===== src/rtl/cps_pkg.sv =====
package cps_pkg;

   typedef enum logic [1:0] {
      ST_IDLE = 2'd0,
      ST_WAIT = 2'd1,
      ST_STRB = 2'd2,
      ST_GAP  = 2'd3
   } cps_state_e;

   localparam int CPS_WORD_W = 8;
   localparam int CPS_NIB_W  = 4;
   localparam int CPS_SUB_W  = 6;

   function automatic logic [CPS_WORD_W-1:0] cps_addr_word(input logic rd,
                                                           input logic [CPS_SUB_W-1:0] sub);
      return {1'b1, rd, sub};
   endfunction

   function automatic logic [CPS_WORD_W-1:0] cps_nib_word(input logic [CPS_NIB_W-1:0] nib);
      return {{(CPS_WORD_W-CPS_NIB_W){1'b0}}, nib};
   endfunction

endpackage


===== src/rtl/cps_step_plan.sv =====
module cps_step_plan #(
   parameter int SUB_W = 6
) (
   input  logic             op_write,
   input  logic [1:0]       step,
   input  logic [SUB_W-1:0] sub,
   input  logic [7:0]       wdata,
   output logic [7:0]       word,
   output logic             is_read,
   output logic             is_last
);
   import cps_pkg::*;

   generate
      if (SUB_W != CPS_SUB_W) begin : g_bad_sub
         $error("cps_step_plan: SUB_W must match the 6-bit address field");
      end
   endgenerate

   always_comb begin
      word    = '0;
      is_read = 1'b0;
      is_last = 1'b0;
      if (op_write) begin
         case (step)
            2'd0: word = cps_addr_word(1'b0, sub);
            2'd1: word = cps_nib_word(wdata[7:4]);
            2'd2: begin
               word    = cps_nib_word(wdata[3:0]);
               is_last = 1'b1;
            end
            default: is_last = 1'b1;
         endcase
      end else begin
         case (step)
            2'd0: word = cps_addr_word(1'b1, sub);
            default: begin
               is_read = 1'b1;
               is_last = 1'b1;
            end
         endcase
      end
   end

endmodule


===== src/rtl/cps_strobe_timer.sv =====
module cps_strobe_timer #(
   parameter int CYC = 2
) (
   input  logic clk,
   input  logic rst_n,
   input  logic active,
   output logic last
);
   generate
      if (CYC < 1) begin : g_bad_cyc
         $error("cps_strobe_timer: CYC must be at least 1");
      end else if (CYC == 1) begin : g_single
         assign last = active;
      end else begin : g_count
         localparam int CW = $clog2(CYC);
         localparam logic [CW-1:0] LAST_V = CW'(CYC - 1);
         logic [CW-1:0] cnt_q;

         always_ff @(posedge clk or negedge rst_n) begin
            if (!rst_n) begin
               cnt_q <= '0;
            end else if (!active || last) begin
               cnt_q <= '0;
            end else begin
               cnt_q <= cnt_q + 1'b1;
            end
         end

         assign last = active && (cnt_q == LAST_V);
      end
   endgenerate

endmodule


===== src/rtl/cps_ready_timer.sv =====
module cps_ready_timer #(
   parameter int LIMIT = 64
) (
   input  logic clk,
   input  logic rst_n,
   input  logic arm,
   input  logic ready,
   output logic expired
);
   generate
      if (LIMIT < 2) begin : g_bad_limit
         $error("cps_ready_timer: LIMIT must be at least 2");
      end
   endgenerate

   localparam int CW = (LIMIT > 2) ? $clog2(LIMIT) : 1;
   localparam logic [CW-1:0] LAST_V = CW'(LIMIT - 1);

   logic [CW-1:0] cnt_q;

   always_ff @(posedge clk or negedge rst_n) begin
      if (!rst_n) begin
         cnt_q <= '0;
      end else if (!arm || ready || expired) begin
         cnt_q <= '0;
      end else begin
         cnt_q <= cnt_q + 1'b1;
      end
   end

   assign expired = arm && !ready && (cnt_q == LAST_V);

endmodule


===== src/rtl/cmd_port_seq.sv =====
module cmd_port_seq #(
   parameter int         SUB_W       = 6,
   parameter int         MIN_REGS    = 37,
   parameter int         STROBE_CYC  = 2,
   parameter int         TIMEOUT_CYC = 64,
   parameter logic [2:0] CMD_SEL     = 3'b100,
   parameter logic [2:0] PARK_SEL    = 3'b000
) (
   input  logic             clk,
   input  logic             rst_n,
   input  logic             req_valid,
   input  logic             req_write,
   input  logic [SUB_W-1:0] req_sub,
   input  logic [7:0]       req_wdata,
   output logic             rsp_done,
   output logic             rsp_timeout,
   output logic [7:0]       rsp_rdata,
   output logic [2:0]       dev_fifo_addr,
   output logic             dev_cs_n,
   output logic             dev_rd_n,
   output logic             dev_wr_n,
   output logic [7:0]       dev_data_out,
   output logic             dev_data_oe,
   input  logic [7:0]       dev_data_in,
   input  logic             dev_ready
);
   import cps_pkg::*;

   generate
      if ((2 ** SUB_W) < MIN_REGS) begin : g_bad_range
         $error("cmd_port_seq: SUB_W too narrow for MIN_REGS registers");
      end
      if (CMD_SEL == PARK_SEL) begin : g_bad_sel
         $error("cmd_port_seq: PARK_SEL must differ from CMD_SEL");
      end
   endgenerate

   cps_state_e       state_q;
   logic             op_wr_q;
   logic [SUB_W-1:0] sub_q;
   logic [7:0]       wdata_q;
   logic [1:0]       step_q;
   logic [7:0]       rdata_q;
   logic             done_q;
   logic             tmo_q;

   logic [7:0]       step_word;
   logic             step_is_read;
   logic             step_is_last;
   logic             in_wait;
   logic             in_strb;
   logic             strb_last;
   logic             rdy_expired;

   assign in_wait = (state_q == ST_WAIT);
   assign in_strb = (state_q == ST_STRB);

   cps_step_plan #(.SUB_W(SUB_W)) u_plan (
      .op_write (op_wr_q),
      .step     (step_q),
      .sub      (sub_q),
      .wdata    (wdata_q),
      .word     (step_word),
      .is_read  (step_is_read),
      .is_last  (step_is_last)
   );

   cps_strobe_timer #(.CYC(STROBE_CYC)) u_strb (
      .clk    (clk),
      .rst_n  (rst_n),
      .active (in_strb),
      .last   (strb_last)
   );

   cps_ready_timer #(.LIMIT(TIMEOUT_CYC)) u_rdy (
      .clk     (clk),
      .rst_n   (rst_n),
      .arm     (in_wait),
      .ready   (dev_ready),
      .expired (rdy_expired)
   );

   always_ff @(posedge clk or negedge rst_n) begin
      if (!rst_n) begin
         state_q <= ST_IDLE;
         op_wr_q <= 1'b0;
         sub_q   <= '0;
         wdata_q <= '0;
         step_q  <= '0;
         rdata_q <= '0;
         done_q  <= 1'b0;
         tmo_q   <= 1'b0;
      end else begin
         done_q <= 1'b0;
         tmo_q  <= 1'b0;
         case (state_q)
            ST_IDLE: begin
               if (req_valid) begin
                  op_wr_q <= req_write;
                  sub_q   <= req_sub;
                  wdata_q <= req_wdata;
                  step_q  <= '0;
                  state_q <= ST_WAIT;
               end
            end
            ST_WAIT: begin
               if (dev_ready) begin
                  state_q <= ST_STRB;
               end else if (rdy_expired) begin
                  tmo_q   <= 1'b1;
                  state_q <= ST_IDLE;
               end
            end
            ST_STRB: begin
               if (strb_last) begin
                  if (step_is_read) begin
                     rdata_q <= dev_data_in;
                  end
                  state_q <= ST_GAP;
               end
            end
            ST_GAP: begin
               if (step_is_last) begin
                  done_q  <= 1'b1;
                  state_q <= ST_IDLE;
               end else begin
                  step_q  <= step_q + 1'b1;
                  state_q <= ST_WAIT;
               end
            end
            default: state_q <= ST_IDLE;
         endcase
      end
   end

   assign dev_fifo_addr = (state_q == ST_IDLE) ? PARK_SEL : CMD_SEL;
   assign dev_cs_n      = !in_strb;
   assign dev_wr_n      = !(in_strb && !step_is_read);
   assign dev_rd_n      = !(in_strb && step_is_read);
   assign dev_data_oe   = in_strb && !step_is_read;
   assign dev_data_out  = step_word;

   assign rsp_done    = done_q;
   assign rsp_timeout = tmo_q;
   assign rsp_rdata   = rdata_q;

endmodule


===== config.mk =====
export PLATFORM = sky130hd
export DESIGN_NAME = cmd_port_seq
export DESIGN_NICKNAME = d
export VERILOG_FILES = /design/src/rtl/cps_pkg.sv /design/src/rtl/cps_step_plan.sv /design/src/rtl/cps_strobe_timer.sv /design/src/rtl/cps_ready_timer.sv /design/src/rtl/cmd_port_seq.sv
export SDC_FILE = /design/constraint.sdc
export NUM_CORES = 1
export LEC_CHECK = 0
export ABC_AREA = 1
export BUFFER_PORTS_ARGS = -buffer_cell sky130_fd_sc_hd__buf_4
export CORE_ASPECT_RATIO = 1.25
export CORE_MARGIN = 2
export CORE_UTILIZATION = 25
export DETAILED_ROUTE_END_ITERATION = 6
export GPL_TIMING_DRIVEN = 1
export PLACE_DENSITY = 0.43
export SLEW_MARGIN = 20
export SYNTH_ARGS = -nofsm -noshare
export SYNTH_HDL_FRONTEND = slang
export SYNTH_SLANG_ARGS = --single-unit
export TNS_END_PERCENT = 20

===== constraint.sdc =====
create_clock -name clk -period 3.4 [get_ports clk]
set_input_delay 0.34 -clock clk [delete_from_list [all_inputs] [get_ports clk]]
set_output_delay 0.34 -clock clk [all_outputs]
set_load 0.005 [all_outputs]

# After elaboration in Yosys (flattened, before gate mapping)
# Cells that the tools add are included.
# word_totals
elab_cells,69
mem_bits_rw,0
output_inout_bits,25
latchBits,0
mem_bits_ro,0
input_bits,27
ff_bits,36
memories,0
# classes
n_addsub,3
n_reduce_logical,22
magnitude_cmp,0
div_mod_pow,0
bitwise_logic,0
multipliers,0
mux,24
eq_ne,10
shifts,0
# op_table
op,count
8-bit one-hot mux with 3 select lines,1
8-bit two-way mux,2
2-bit two-way mux,6
1-bit two-way mux,11
3-bit AND reduction,3
2-bit one-hot mux with 4 select lines,1
6-bit by 1-bit adder with 6-bit output (second input constant),1
2-bit equality test (second input constant),3
6-bit equality test (second input constant),1
1-bit zero test,6
6-bit two-way mux,1
1-bit logical AND,5
2-bit by 1-bit equality test with 1-bit output (second input constant),2
2-bit zero test,2
2-bit != test (second input constant),2
2-bit one-hot mux with 2 select lines,1
1-bit logical OR,3
3-bit two-way mux,1
3-bit != test (second input constant),1
2-bit by 1-bit adder with 2-bit output (second input constant),1
2-bit by 1-bit != test with 1-bit output (second input constant),1
2-bit AND reduction,1
2-bit nonzero test,1
2-bit OR reduction,1
1-bit adder (second input constant),1

# Logic depth before layout (Yosys ltp)
# Gate-level depths: netlist (run 1).
# logic_depth
word_depth,6
mapped_depth,8
ltp_nobuf,7

# Cells and area by module
# From an unflattened synthesis (run 1), not the netlist that was laid out.
# hier_totals
hier_cells,225
area_unflattened_um2,1779.2
# modules_own_cells
module,area_per_inst_um2,seq_area_each_um2,n_inst,cells_each
cmd_port_seq,1282.5,725.7,1,150
cps_ready_timer,304.0,150.1,1,35
cps_step_plan,150.1,0.0,1,35
cps_strobe_timer,42.5,25.0,1,5

# Least setup slack after synthesis (run 1)
# No wires, ideal clock.
# synth_path
path_type,register -> output
startpoint,register step_q[0]
endpoint,output dev_wr_n
path_slack_ps,1931
arrival_ps,1129
path_buffers,1
stages_incl_launch_ff,7
path_cell_list,dfrtp_1 inv_1 ha_1 buf_2 nor2_2 nor2_1 inv_1
# synth_via
elab_chain_cells,6
# synth_lines
element,line,source
start: declaration,cmd_port_seq.sv:42,logic [1:0] step_q;
start signal: assignment,cmd_port_seq.sv:127,step_q <= step_q + 1'b1;
2-bit zero test,cps_step_plan.sv:35,case (step)
1-bit two-way mux,cps_step_plan.sv:35,
1-bit two-way mux,cps_step_plan.sv:24,if (op_write) begin
1-bit zero test,--,
1-bit logical AND,--,
named net dev_data_oe,cmd_port_seq.sv:23,"output logic dev_data_oe,"
1-bit zero test,cmd_port_seq.sv:138,assign dev_wr_n = !(in_strb && !step_is_read);
end: declaration,cmd_port_seq.sv:21,"output logic dev_wr_n,"
# The timed path passes the listed nets, and every way through them passes these cells.

# Worst setup path in the final report (run 1)
# layout_path
startpoint,register step_q[0]
endpoint,output dev_wr_n
# layout_via
elab_chain_cells,6
# layout_lines
element,line
2-bit zero test,cps_step_plan.sv:35
1-bit two-way mux,cps_step_plan.sv:35
1-bit two-way mux,cps_step_plan.sv:24
1-bit zero test,cmd_port_seq.sv:138
1-bit logical AND,cmd_port_seq.sv:138
1-bit zero test,cmd_port_seq.sv:138
# No other way between the ends.

==> flow_metrics.py, run 1 <==
metrics = {
    "outcome": {
        "status": "completed",
    },
    "power_and_ir_drop": {
        "power.density_nw_per_um2": 776,
        "leakagePower_nw": 1.26,
        "ir_drop_mv": 0.285,
    },
    "synth": {
        "synth_ff_type": "dfrtp_1",
        "async_reset_ff_frac": 1.00,
        "synth_common_cells": "86 x nand2_1, 36 x dfrtp_1, 23 x inv_1",
        "synth_seq_cells": 36,
        "synth_cells": 214,
        "seq_area_frac_synth": 0.504,
        "synthTopCellsByArea": "dfrtp_1 50%, nand2_1 18%, ha_1 4.9%",
        "synth_top_area_frac": 0.504,
        "synth_area_leader_cell": "dfrtp_1",
        "yosysWarnings": 0,
        "synth_cell_types": 24,
        "synth.avg_cell_area_sq_um": 8.35,
        "synth_edf_count": 0,
        "synth.most_common_cell": "nand2_1",
        "synth_area_sq_um": 1790,
    },
    "clock_tree": {
        "holdBufCountCts": 0,
        "postCtsSetupBuffers": 0,
        "clk_latency_ps": 280,
        "clockBufferDepth": 2,
        "cts_max_level": 2,
        "cts_tree": "done",
        "clk_pin_slew_worst_paths_ps": 70,
        "post_cts_resize_count": 0,
        "cts_made_buffers": 5,
        "root_buffer": "clkbuf_8",
        "cts_sinks": 36,
    },
    "die": {
        "die_y_microns": 98.5,
        "initial_utilization": 0.258,
        "num_rows": 34,
        "io_pins": 52,
        "die_x_microns": 79.6,
        "die-area_sq_um": 7840,
        "fp.coreArea_sq_um": 6930,
    },
    "route": {
        "first_pass_iters": 4,
        "wl_microns": 3950,
        "drt-wirelength-per-cell_microns": 11.1,
        "first_iter_violations": 18,
        "viasPerCell": 4.02,
        "vias": 1427,
        "antenna_left": 0,
        "route.detailed.drc": 0,
    },
    "finish": {
        "layout-drive-gt1-share": 0.294,
        "syn2layout_area_growth_pct": 29.1,
        "final_util": 0.333,
        "fill_cells": 765,
        "seqCellArea_sq_um": 901,
        "antenna_cells": 0,
        "nets": 298,
        "multiInputGateArea_sq_um": 724,
    },
    "worst_setup_path": {
        "path_max_fanout": 9,
        "critPathSlowestCell": "dfrtp_1",
        "crit_path_start_kind": "flop",
        "critPathMostFrequentCell": "inv_1",
        "required_ps": 3060,
        "worst_setup_path_end_kind": "output pin",
        "slowest_delay_ps": 410,
        "crit_arrival_ps": 1680,
        "crit_type": "flop to output pin",
        "path_cells": "inv_1 > ha_1 > nor2_2 > nor2_1 > inv_1 > buf_4",
        "crit_family": "flip-flops",
        "critPathBufInv": 3,
    },
    "timing": {
        "finalSetupViolCount": 0,
        "rsz0062_at_grt": "false",
        "finalSetupTns_ps": 0,
        "post-route-period-util": 0.595,
        "slew_viol_final": 0,
        "hold_viol": 0,
        "fmax_mhz": 494,
        "finalClockSkew_ps": 3.30,
        "fin_crit_ps": 2020,
    },
    "grt": {
        "grt_antenna_before_repair": 0,
        "grt-ovfl-total": 0,
        "grt_pass1_wl_microns": 6640,
        "grt_pass1_vias": 1445,
        "track_usage": 0.108,
        "grt_start_max_net_pins": 37,
    },
    "placed_design": {
        "globalplace.congestion": 0.763,
        "portBuffers": 49,
        "place_hpwl_microns": 3000,
    },
    "worst_hold_path": {
        "hold_path_class": "input port to asynchronous set/reset pin",
    },
    "run": {
        "cap_violations": 0,
    },
}
-- layout make-up --
class / instances / share of cell area
well taps: 90 / 0.0488
clock buffers: 8 / 0.0391
inverters: 28 / 0.0477
repair buffers: 49 / 0.160
flip-flops and latches: 36 / 0.391
multi-input cells: 144 / 0.314
-- where the power goes --
group          internal [mW]  switching (mW)
clock network          0.165           0.143
registers              0.594           0.126
logic                  0.358           0.403
total                   1.12           0.673
-- registers in the layout (all words and copies together), names as in the netlist, named ones only --
signal,flops
u_rdy.cnt_q,6
state_q,1
u_strb.g_count.cnt_q,1
wdata_q,8
rsp_rdata,8
op_wr_q,1
rsp_timeout,1
sub_q,6
rsp_done,1
step_q,2
-- path summary, 6_finish.rpt --
| check | start | to | slack (ps) | depth (start not counted) |
|---|---|---|---|---|
| max | step_q[0] | dev_wr_n | 1380 | 6 |
| min reg2reg | u_rdy.cnt_q[0] | u_rdy.cnt_q[0] | 470 | 1 |
| max in group asynchronous | rst_n | sub_q[5] | 3060 | 1 |
| min in group clk | req_wdata[0] | wdata_q[0] | 260 | 3 |
| min | rst_n | wdata_q[0] | 10 | 1 |
| max reg2reg | step_q[0] | rsp_rdata[3] | 1770 | 6 |
-- cells in the final DEF (no fill, tap or decap) --
master / count
a21oi_1: 7
buf_4: 49
clkbuf_1: 2
clkbuf_8: 6
conb_1: 2
dfrtp_1: 36
ha_1: 7
inv_1: 23
inv_2: 3
inv_4: 2
nand2_1: 86
nand2_2: 3
nand2_4: 2
nand3_1: 4
nand3_4: 1
nand4_1: 1
nor2_1: 12
nor2_2: 3
nor3b_1: 1
nor3b_2: 1
o21ai_0: 1
o21ai_1: 4
o21ai_2: 8
o21bai_1: 1
-- cell families (layout without fill, tap and decap cells) --
family	after synthesis	in the layout	synth area share
other	1	2	0.00210
buffers and inverters	35	85	0.0924
and+or+nand+nor	114	114	0.275
adders and majority gates	7	7	0.0490
AOI/OAI and AO/OA	21	21	0.0770
DFF	36	36	0.504
-- per-layer routing --
metal	routed length, microns	share of wire	GRT usage
met1	1760	0.44	0.134
met2	1820	0.46	0.176
met3	309	0.078	0.0339
met4	61	0.015	0.0358
met5	0	0	0
-- stage by stage --
stage / hold WS, ps / power, mW / cell area (sq um) / std cells / setup slack [ps]
5_1_grt: 46.3 / 1.97 / 2310 / 355 / 1210
3_3_place_gp: 341 / 1.50 / 2220 / 347 / 1710
2_1_floorplan: 44.4 / 1.16 / 1790 / 215 / 1930
4_1_cts: 27.7 / 1.83 / 2310 / 355 / 1340
6_report: 13.5 / 1.79 / 2310 / 355 / 1380
3_5_place_dp: 340 / 1.51 / 2220 / 347 / 1660
No activity file was read; power rests on OpenSTA's default activity.
==> run 2: changes to the inputs <==
ABC_AREA = 0   (was 1)
PLACE_DENSITY = 0.44   (was 0.43)
clock period = 2.1 ns   (was 3.4 ns; I/O delays follow)
==> run 2 against run 1 <==
- clock power rose by 52%
- global-route usage fell by 0.65 points
- synthesized cell count fell by 37%
- flip-flop and latch count did not move
- clock skew rose by 3.7 ps
- non-clock buffer count rose by 2
- die area fell by 5.4%
- design area fell by 4.1%
- clock-buffer cell count fell by 3
- area after synthesis fell by 5.7%
- largest power group is now sequential cells
==> flow_metrics.py, run 2 <==
metrics = {
    "outcome": {
        "status": "completed",
    },
    "clock_tree": {
        "cts_sinks": 36,
        "cts_max_level": 2,
        "clk_latency_ps": 290,
        "root_buffer": "clkbuf_8",
        "clk_pin_slew_worst_paths_ps": 70,
        "cts_made_buffers": 5,
        "post_cts_resize_count": 0,
        "cts_tree": "done",
        "clockBufferDepth": 2,
    },
    "timing": {
        "post-route-period-util": 0.912,
        "hold_viol": 0,
        "finalSetupViolCount": 0,
        "slew_viol_final": 0,
        "fin_crit_ps": 1920,
        "fmax_mhz": 522,
        "finalClockSkew_ps": 6.97,
        "rsz0062_at_grt": "false",
        "finalSetupTns_ps": 0,
    },
    "placed_design": {
        "place_hpwl_microns": 2690,
        "dp_cells": 265,
        "portBuffers": 49,
        "globalplace.congestion": 0.674,
    },
    "route": {
        "antenna_left": 0,
        "first_pass_iters": 4,
        "viasPerCell": 4.22,
        "route.detailed.drc": 0,
        "first_iter_violations": 57,
        "vias": 1151,
        "drt-wirelength-per-cell_microns": 13.2,
        "wl_microns": 3610,
    },
    "worst_setup_path": {
        "critPathBufInv": 2,
        "crit_family": "compound AO/OA/AOI/OAI gates",
        "crit_cells": 6,
        "r2r_slack_ps": 340,
        "path_max_fanout": 4,
        "critPathSlowestCell": "dfrtp_1",
        "reg2reg_from": "step_q[0]",
        "slowest_delay_ps": 400,
        "crit_path_start_kind": "flop",
        "timing.rr.end": "step_q[0]",
        "worst_setup_path_end_kind": "output pin",
        "crit_type": "flop to output pin",
        "crit_arrival_ps": 1710,
        "path_cells": "inv_1 > ha_1 > a22o_1 > a22oi_1 > a21oi_1 > buf_4",
        "reg2reg_depth": 5,
        "required_ps": 1890,
    },
    "synth": {
        "synth_area_sq_um": 1690,
        "synth.most_common_cell": "dfrtp_1",
        "async_reset_ff_frac": 1.00,
        "synth_seq_cells": 36,
        "synth_top_area_frac": 0.535,
        "synth_cell_types": 35,
        "synthTopCellsByArea": "dfrtp_1 53%, mux2_2 15%, ha_1 5.2%",
        "synth_common_cells": "36 x dfrtp_1, 23 x mux2_2, 7 x a21oi_1, 7 x ha_1, 7 x nor2_1",
        "yosysWarnings": 0,
        "synth.avg_cell_area_sq_um": 12.6,
        "synth_cells": 134,
        "synth_ff_type": "dfrtp_1",
        "synth_area_leader_cell": "dfrtp_1",
        "synth_edf_count": 0,
        "seq_area_frac_synth": 0.535,
    },
    "run": {
        "cap_violations": 0,
    },
    "die": {
        "io_pins": 52,
        "initial_utilization": 0.257,
        "die-area_sq_um": 7420,
        "die_y_microns": 95.8,
        "num_rows": 33,
        "fp.coreArea_sq_um": 6570,
        "die_x_microns": 77.4,
    },
    "worst_hold_path": {
        "whs_endpoint": "rsp_rdata[4]",
        "hold_path_class": "input port to flop",
        "min_path_cells": 2,
        "holdCritStartpoint": "dev_data_in[4]",
    },
    "power_and_ir_drop": {
        "power.density_nw_per_um2": 1290,
        "internal-power_mw": 1.92,
        "power_frac_comb": 0.417,
        "p_clk_frac": 0.164,
        "ir_drop_mv": 0.328,
        "p_sw_mw": 0.933,
        "seqPwrFrac": 0.419,
        "leakagePower_nw": 1.02,
        "swShare": 0.327,
    },
    "finish": {
        "layout.cells.non_filler": 273,
        "final_util": 0.337,
        "fill_cells": 683,
        "multiInputGateArea_sq_um": 716,
        "layout-drive-gt1-share": 0.457,
        "antenna_cells": 0,
        "nets": 220,
        "syn2layout_area_growth_pct": 31.2,
        "seqCellArea_sq_um": 901,
        "final_common_cell": "buf_4",
        "layout_common_cells": "50 x buf_4, 36 x dfrtp_1, 23 x mux2_2",
    },
    "grt": {
        "grt_pass1_vias": 1174,
        "grt_antenna_before_repair": 0,
        "grt_start_max_net_pins": 37,
        "grt-ovfl-total": 0,
        "grt_pass1_wl_microns": 5720,
        "track_usage": 0.101,
    },
}
run 2: cell types whose count changed in the layout (fill, tap and decap cells not counted), moves of 3 or more:
cell	delta
nand2_1	-81
inv_1	-18
mux2_2	+23
nand2_2	-3
o21ai_1	-4
o21ai_2	-8
inv_2	-3
nor2_1	-5
a22oi_1	+4
a22o_1	+4
run 2: what timing repair did:
item / 4_1_cts / 5_1_grt
hold buffers: 1 / 0
endpoints found under the setup margin: 0 / 0
hold endpoints to repair: 36 / 0
buffers inserted: 0 / 0
run 2: area by class of cell:
cell class	count	share of cell area
tap	87	0.0492
clock buffer	5	0.0311
inverter	5	0.00849
multi-input combinational	87	0.324
sequential	36	0.407
timing repair buffer	51	0.174
clock inverter	2	0.00566
run 2: worst max path at each step:
stage              start               to  slack, ps
2_1_floorplan  step_q[0]     rsp_rdata[0]        550
3_3_place_gp   step_q[0]     rsp_rdata[6]        400
3_5_place_dp   step_q[0]     rsp_rdata[6]        290
4_1_cts        step_q[0]  dev_data_out[1]        150
5_1_grt        step_q[0]  dev_data_out[0]         30
6_report       step_q[1]  dev_data_out[1]        180
run 2: layer usage:
layer / global-route usage / part of all wire / up-vias / wire length (microns)
met2: 0.161 / 0.50 / 30 / 1800
met4: 0.0476 / 0.014 / 0 / 51
li1: - / - / 562 / -
met3: 0.0319 / 0.047 / 5 / 171
met5: 0 / 0 / - / 0
met1: 0.126 / 0.44 / 554 / 1580
run 2: worst register-to-register path, delay by kind of cell (launching register included):
family                     cells  cell delay [ps]
adders and majority gates      1              390
muxes                          1              330
and+or+nand+nor                1              250
AOI/OAI and AO/OA              1               90
buffers and inverters          1              170
DFF                            1              420
run 2: stage by stage:
step	power (mW)	area, sq um	setup WS [ps]	hold slack (ps)
finish	2.85	2210	185	147
global route	3.09	2210	26.5	136
CTS	2.91	2210	145	143
detailed placement	2.43	2120	287	205
global placement	2.39	2120	405	193
floorplan	1.88	1690	550	-85.6
run 2: cells by family (layout without fill, tap and decap cells):
family,count (synthesis),after routing,share of synthesized area
other cells,1,2,0.00223
fa+ha+maj,7,7,0.0520
simple gates,30,30,0.104
buf+inv,12,63,0.0431
compound gates,19,19,0.0742
flops,36,36,0.535
mux,26,26,0.174
xor+xnor,3,3,0.0156
run 2: power groups by stage:
stage          combinational [mW]  clock, mW  sequential, mW
2_1_floorplan               0.765          0            1.11
3_3_place_gp                 1.19          0            1.20
3_5_place_dp                 1.22          0            1.21
4_1_cts                      1.22      0.491            1.20
5_1_grt                      1.33      0.525            1.24
6_report                     1.19      0.469            1.20
